**config.mk**
```make
export PLATFORM = sky130hd
export DESIGN_NAME = prog_flag_logic
export DESIGN_NICKNAME = d
export VERILOG_FILES = /design/src/rtl/pfl_pkg.sv /design/src/rtl/pfl_offset_regs.sv /design/src/rtl/pfl_flag_eval.sv /design/src/rtl/prog_flag_logic.sv
export SDC_FILE = /design/constraint.sdc
export NUM_CORES = 1
export LEC_CHECK = 0
export ABC_AREA = 1
export ABC_CLOCK_PERIOD_IN_PS = 5260
export BUFFER_PORTS_ARGS = -buffer_cell sky130_fd_sc_hd__buf_4
export CORE_ASPECT_RATIO = 2
export CORE_MARGIN = 3
export CORE_UTILIZATION = 46
export DETAILED_ROUTE_END_ITERATION = 10
export HOLD_SLACK_MARGIN = 0.08
export PLACE_DENSITY_LB_ADDON = 0.2
export SLEW_MARGIN = 10
export SYNTH_ARGS = -nofsm -noshare
export SYNTH_HDL_FRONTEND = slang
export SYNTH_HIERARCHICAL = 1
export SYNTH_SLANG_ARGS = --single-unit
export TNS_END_PERCENT = 30
```
**constraint.sdc**
```tcl
create_clock -name wclk -period 5.26 [get_ports wclk]
set_input_delay 1.578 -clock wclk [delete_from_list [all_inputs] [get_ports wclk]]
set_output_delay 1.578 -clock wclk [all_outputs]
set_load 0.02 [all_outputs]
```
**src/rtl/pfl_pkg.sv**
```systemverilog
package pfl_pkg;

    typedef enum logic {
        LOAD_WORD   = 1'b0,
        LOAD_SERIAL = 1'b1
    } load_method_e;

endpackage

```
**src/rtl/pfl_offset_regs.sv**
```systemverilog
module pfl_offset_regs
    import pfl_pkg::*;
#(
    parameter int OFS_W     = 10,
    parameter int DEF_SMALL = 127,
    parameter int DEF_LARGE = 1023
) (
    input  logic             clk,
    input  logic             mrst_n,
    input  logic             prst_n,
    input  logic             ld,
    input  logic             wen,
    input  logic             sen,
    input  logic             si,
    input  logic [OFS_W-1:0] ofs_din,
    output logic [OFS_W-1:0] empty_ofs,
    output logic [OFS_W-1:0] full_ofs
);

    localparam logic [OFS_W-1:0] SMALL_V = DEF_SMALL[OFS_W-1:0];
    localparam logic [OFS_W-1:0] LARGE_V = DEF_LARGE[OFS_W-1:0];

    typedef struct packed {
        logic [OFS_W-1:0] n_ofs;
        logic [OFS_W-1:0] m_ofs;
        load_method_e     method;
        logic             to_full;
    } ofs_state_t;

    ofs_state_t st_d, st_q;

    always_comb begin
        st_d = st_q;
        if (!mrst_n) begin
            st_d.n_ofs   = ld ? LARGE_V : SMALL_V;
            st_d.m_ofs   = ld ? LARGE_V : SMALL_V;
            st_d.method  = ld ? LOAD_SERIAL : LOAD_WORD;
            st_d.to_full = 1'b0;
        end else if (!prst_n) begin
            st_d.to_full = 1'b0;
        end else if (st_q.method == LOAD_WORD) begin
            if (ld && wen) begin
                if (st_q.to_full) begin
                    st_d.m_ofs = ofs_din;
                end else begin
                    st_d.n_ofs = ofs_din;
                end
                st_d.to_full = ~st_q.to_full;
            end
        end else if (sen) begin
            st_d.n_ofs = {st_q.m_ofs[0], st_q.n_ofs[OFS_W-1:1]};
            st_d.m_ofs = {si, st_q.m_ofs[OFS_W-1:1]};
        end
    end

    always_ff @(posedge clk) begin
        st_q <= st_d;
    end

    assign empty_ofs = st_q.n_ofs;
    assign full_ofs  = st_q.m_ofs;

endmodule

```
**src/rtl/pfl_flag_eval.sv**
```systemverilog
module pfl_flag_eval #(
    parameter int OFS_W = 10
) (
    input  logic             clk,
    input  logic             mrst_n,
    input  logic             prst_n,
    input  logic             fwft_sel,
    input  logic [OFS_W+1:0] word_cnt,
    input  logic [OFS_W-1:0] empty_ofs,
    input  logic [OFS_W-1:0] full_ofs,
    output logic             almost_empty_n,
    output logic             almost_full_n,
    output logic             half_full_n
);

    localparam int CNT_W = OFS_W + 2;
    localparam int XW    = CNT_W + 1;
    localparam int DEPTH = 1 << OFS_W;
    localparam int HALF1 = DEPTH / 2 + 1;
    localparam logic [XW-1:0] DEPTH_X = DEPTH[XW-1:0];
    localparam logic [XW-1:0] HALF1_X = HALF1[XW-1:0];

    typedef struct packed {
        logic fwft;
        logic ae_n;
        logic af_n;
        logic hf_n;
    } flag_state_t;

    flag_state_t fs_d, fs_q;

    logic [XW-1:0] cnt_x, n_x, m_x, adj_x;
    logic          ae_hit, af_hit, hf_hit;

    always_comb begin
        cnt_x  = {1'b0, word_cnt};
        n_x    = {{(XW-OFS_W){1'b0}}, empty_ofs};
        m_x    = {{(XW-OFS_W){1'b0}}, full_ofs};
        adj_x  = {{(XW-1){1'b0}}, fs_q.fwft};
        ae_hit = cnt_x <= (n_x + adj_x);
        af_hit = (cnt_x + m_x) >= (DEPTH_X + adj_x);
        hf_hit = cnt_x >= (HALF1_X + adj_x);
    end

    always_comb begin
        fs_d = fs_q;
        if (!mrst_n || !prst_n) begin
            if (!mrst_n) begin
                fs_d.fwft = fwft_sel;
            end
            fs_d.ae_n = 1'b0;
            fs_d.af_n = 1'b1;
            fs_d.hf_n = 1'b1;
        end else begin
            fs_d.ae_n = ~ae_hit;
            fs_d.af_n = ~af_hit;
            fs_d.hf_n = ~hf_hit;
        end
    end

    always_ff @(posedge clk) begin
        fs_q <= fs_d;
    end

    assign almost_empty_n = fs_q.ae_n;
    assign almost_full_n  = fs_q.af_n;
    assign half_full_n    = fs_q.hf_n;

endmodule

```
**src/rtl/prog_flag_logic.sv**
```systemverilog
module prog_flag_logic #(
    parameter int OFS_W     = 10,
    parameter int DEF_SMALL = 127,
    parameter int DEF_LARGE = 1023
) (
    input  logic             wclk,
    input  logic             mrst_n,
    input  logic             prst_n,
    input  logic             fwft_sel,
    input  logic             ld,
    input  logic             wen,
    input  logic             sen,
    input  logic             si,
    input  logic [OFS_W-1:0] ofs_din,
    input  logic [OFS_W+1:0] word_cnt,
    output logic             almost_empty_n,
    output logic             almost_full_n,
    output logic             half_full_n
);

    logic [OFS_W-1:0] empty_ofs;
    logic [OFS_W-1:0] full_ofs;

    pfl_offset_regs #(
        .OFS_W    (OFS_W),
        .DEF_SMALL(DEF_SMALL),
        .DEF_LARGE(DEF_LARGE)
    ) u_ofs (
        .clk      (wclk),
        .mrst_n   (mrst_n),
        .prst_n   (prst_n),
        .ld       (ld),
        .wen      (wen),
        .sen      (sen),
        .si       (si),
        .ofs_din  (ofs_din),
        .empty_ofs(empty_ofs),
        .full_ofs (full_ofs)
    );

    pfl_flag_eval #(
        .OFS_W(OFS_W)
    ) u_flags (
        .clk           (wclk),
        .mrst_n        (mrst_n),
        .prst_n        (prst_n),
        .fwft_sel      (fwft_sel),
        .word_cnt      (word_cnt),
        .empty_ofs     (empty_ofs),
        .full_ofs      (full_ofs),
        .almost_empty_n(almost_empty_n),
        .almost_full_n (almost_full_n),
        .half_full_n   (half_full_n)
    );

endmodule

```
Yosys cells after proc, flatten, opt, wreduce, memory -nomap -nowiden
Cells that the tools add are included.

$add $sub $neg: 4. Order comparisons: 3. Equal/unequal tests: 5. Multiplexer cells: 9. Bitwise logic cells: 6. Reductions and logical operators: 9.

Operator list (number): $mux 20 (5); $mux 10 (3); $add 12x10->13 (1); $ge 12x13->1 (1); $ge 13x13->1 (1); $le 12x13->1 (1); $add 11x1->12 const A (1); $add 10x1->11 (1); $add 10x1->11 const A (1); $reduce_and 4->1 (2); $ne 3x1->1 const B (2); $not 1->1 (6); $reduce_and 2->1 (3); $ne 3x2->1 const B (1); $ne 3x3->1 const B (1); $logic_not 1->1 (2); $ne 2x1->1 const B (1); $logic_and 1x1->1 (1); $logic_or 1x1->1 (1); $mux 1 (1).

Bits in registers: 26. Input bits: 30. Output and inout port bits: 3.

Depth between registers and ports, before layout
Depth in word-level cells: 5. Depth in mapped cells: 17. Depth with buffers taken out: 16.

Modules after synthesis
The synthesis kept the hierarchy.

Modules (own cells, without submodules): pfl_flag_eval (times used 1, cells an instance 197, area an instance 1224.9 um^2); pfl_offset_regs (times used 1, cells an instance 132, area an instance 1174.9 um^2).

Worst setup path after synthesis
No wires, ideal clock.

Path kind: input port to flip-flop. Start: input port word_cnt[0]. End: register u_flags.fs_q (netlist bit u_flags/almost_full_n). Data arrival time: 2.847 ns. Data required time: 5.147 ns. Slack: 2.300 ns. Cell stages on the path: 15. Path buffers: 0. Path through: ha_1 > inv_1 > fa_1 > inv_1 > nand2_1 > nand2_1 > nand3_2 > nand2_2 > nand2_2 > nand2_1 > nand2_1 > nand2_1 > a21oi_1 > nand2_1 > nand2_1.

Cells in the longest elaborated chain, start to end: 3.

RTL lines: start, declared (RTL line prog_flag_logic.sv:15) `input logic [OFS_W+1:0] word_cnt,`; $add 12x10->13 (RTL line pfl_flag_eval.sv:41) `af_hit = (cnt_x + m_x) >= (DEPTH_X + adj_x);`; $ge 13x13->1 (RTL line pfl_flag_eval.sv:41); $not 1->1 (RTL line pfl_flag_eval.sv:56) `fs_d.af_n = ~af_hit;`; end signal, assigned (RTL line pfl_flag_eval.sv:62) `fs_q <= fs_d;`; end, declared (RTL line pfl_flag_eval.sv:30) `flag_state_t fs_d, fs_q;`.

Every way passes these cells. A chain may end at the register's enable or synchronous reset.

Worst setup path after layout
Ends and elaborated chain as after synthesis.

==> impl_metrics.toml <==
[global_route]
grt_pass1_vias = 1952
grtUsageTotal_pct = 17.8
grt_pass1_wl_um = 8650
antenna_found_initial = 0
grt_start_max_net_pins = 26
overflow = 0

[setup_path]
ff2ff_setup_slack_ps = 2870
rr_startpoint = "u_flags/adj_x[0]$_DFFE_PP_"
cp-end-kind = "flip-flop"
path_buf_inv = 2
cp_slowest_cell = "fa_1"
rr_endpoint = "u_flags/almost_empty_n$_SDFF_PN0_"
path_cells = "buf_4 -> ha_1 -> inv_1 -> fa_1 -> nand3b_1 -> a21oi_1 -> nand2_1 -> nor2_1 -> nand3_1 -> o21ai_1 -> nand2_1 -> nand2_1"
path_max_fanout = 2
cp_top_family = "adder cells"
cp_data_arrival_time_ps = 3170
cp_common_cell = "nand2_1"
worstSetupStartpointType = "primary input"
crit_path_max_incr_delay_ps = 480
r2r_cells = 10
path_class = "in -> reg"
crit_required_ps = 5480

[synthesis]
synth_compound_gate_area_share_pct = 5.42
synth_ff_type = "edfxtp_1"
synth-warning-count = 6
yosys.area_share.adder_pct = 14.4
synthMuxAreaShare_pct = 0
synthArstFlopShare_pct = 0
syn_nets = 386
ys_ff_latch = 26
syn_avg_cell_area_um2 = 7.29
synth_cell_types = 30
synth-edff-count = 22
yosysSeqAreaShare_pct = 30.9
synth_top_family_by_area = "simple AND/OR/NAND/NOR gates"
netlist_top_cells_area = "edfxtp_1 28%, nand2_1 18%, ha_1 14%, buf_4 6.6%, nand3_1 6.5%"
synthSimpleGateAreaFrac_pct = 32.5
netlist_area_um2 = 2400
synth_xor_area_share_pct = 2.92
yosys.area.top_type = "edfxtp_1"
netlist_instances = 329
synth_top_cell_area_share_pct = 27.5

[place]
hpwl_um = 4340
gp_congestion = 0.857
dp_cells = 393
io_buffer_count = 32
pre_cts_ws_ps = 2030
dpl_cell_area_um2 = 2530

[final_layout]
diodes = 0
multi_input_area_um2 = 1330
area_growth_pct = 7.25
seq_area_um2 = 741
final_core_utilization_pct = 51.9
drive_gt1_share_pct = 13.2
final_design_area_no_fill_um2 = 2570
fin_nets = 398
stdcell_count = 397
fillers = 546

[timing]
rsz0062_at_grt = "false"
setup_tns_ps = 0
fmaxAchievable_mhz = 338
worst_slack_ps = 2300
hold-worst-slack_ps = 530
hold_viol = 0
period_needed_ps = 2960
fin_crit_sh_pct = 56.2
clock_skew_ps = 2.30
max_slew_margin_pct = 34.4
setup_violations = 0
tightest_slew_ps = 980
slew_viol_final = 0

[clock_tree]
cts_root_buffer = "clkbuf_8"
h-tree-depth = 1
clk_pin_slew_ps = 80
worstSkewPairLatency_ps = 270
post_cts_buffers = 0
cts_buffers = 3
cts.sinks = 26
cts_buffer_depth = 2
tritoncts = "done"
post_cts_resized = 0
hold_buffers = 0

[routing]
route.detailed.drc = 0
drt_first_pass_iters = 5
top_layer = "met4"
vias_per_cell = 5.19
wl_per_cell_um = 13.0
wl_met2_um = 2910
ant_nets = 0
vias = 2060
drt-total-wl_um = 5180
wl_met3_um = 196
drt_iter0_drc = 77
wl_met1_um = 1910

[floorplan]
die_h_um = 108
die_x_um = 57.1
dieArea_um2 = 6170
floorplan.initialDensity_pct = 48.4
core_um2 = 4950
placementRows = 36
io-pin-count = 33

[pwr]
power.density_nw_per_um2 = 225
max-vdd-ir-drop_v = 0.000173
power_mw = 0.579
power.leakage_nw = 1.32

[hold_path]
worstHoldPathCells = 2
hp-start = "u_ofs/st_q[0]$_SDFFE_PN0P_"
hold_path.class = "reg -> reg"
min_to = "u_ofs/st_q[0]$_SDFFE_PN0P_"

[status]
status = "complete, no violations"

[run]
cap_violations = 0
[cells in the final DEF (no fill, tap or decap), types with 3 or more instances in the layout]
cell	count
nand2_1	113
inv_1	39
buf_4	32
nand3_1	31
ha_1	26
edfxtp_1	22
nor2_1	20
a21oi_1	12
nand3b_1	6
xor2_1	5
nand4_1	4
dfxtp_1	4
clkbuf_8	3
xnor2_1	3
nand2_2	3
[worst reg2reg max path, delay by kind of cell (launching register included)]
family                   cells  cell delay [ps]
flip-flops                   1              400
AO/OA/AOI/OAI                2              440
AND/OR/NAND/NOR              5              730
adder cells (fa/ha/maj)      3              700
[report_power, final]
part           internal (mW)  switching (mW)  total (mW)
registers              0.246          0.0175       0.264
logic                 0.0836           0.119       0.203
clock network         0.0541          0.0590       0.113
total                  0.384           0.196       0.579
[cell usage after synthesis (2+ instances only)]
master	n
nand4_1	4
a21oi_1	12
nand3_1	31
buf_4	21
inv_1	39
dfxtp_1	4
nor2_1	20
xnor2_1	3
ha_1	26
nand2_1	113
nand2_2	3
a21oi_2	2
nand3b_1	6
buf_2	2
nor4_1	2
edfxtp_1	22
o21ai_0	2
xor2_1	5
[kinds of logic after synthesis]
family,Yosys count
buffers and inverters,65
adders and majority gates,27
AOI/OAI and AO/OA,21
and+or+nand+nor,182
xor gates and xnor gates,8
DFF,26
[state kept, by name, summed over array words and instances (netlist names)]
register	flops
u_ofs/empty_ofs	10
u_ofs/full_ofs	10
u_ofs/st_q	2
u_flags/adj_x	1
u_flags/almost_empty_n	1
u_flags/almost_full_n	1
u_flags/half_full_n	1
[how the worst max path moves through the flow]
stage | startpoint | to | slack (ps) | cells past startpoint
floorplan | word_cnt[0] | u_flags/almost_full_n$_SDFF_PN1_ | 2300 | 15
global placement | mrst_n | u_ofs/full_ofs[1]$_SDFFCE_PN1P_ | 2040 | 6
detailed placement | mrst_n | u_ofs/full_ofs[1]$_SDFFCE_PN1P_ | 2030 | 6
CTS | word_cnt[0] | u_flags/almost_full_n$_SDFF_PN1_ | 2300 | 15
global route | word_cnt[0] | u_flags/almost_full_n$_SDFF_PN1_ | 2080 | 15
finish | word_cnt[0] | u_flags/almost_full_n$_SDFF_PN1_ | 2300 | 12
[layout make-up]
class | count | area share [%]
Tap cell | 57 | 2.77
Timing Repair Buffer | 32 | 9.33
Clock buffer | 4 | 1.75
Inverter | 40 | 5.83
Sequential cell | 26 | 28.8
Multi-Input combinational cell | 238 | 51.5
[routing by layer]
layer,vias to the layer above,track usage [%]
li1,1068,-
met2,47,35.0
met4,0,7.96
met5,-,0
met1,933,18.3
met3,12,1.43
(Power assumes the default switching activity.)
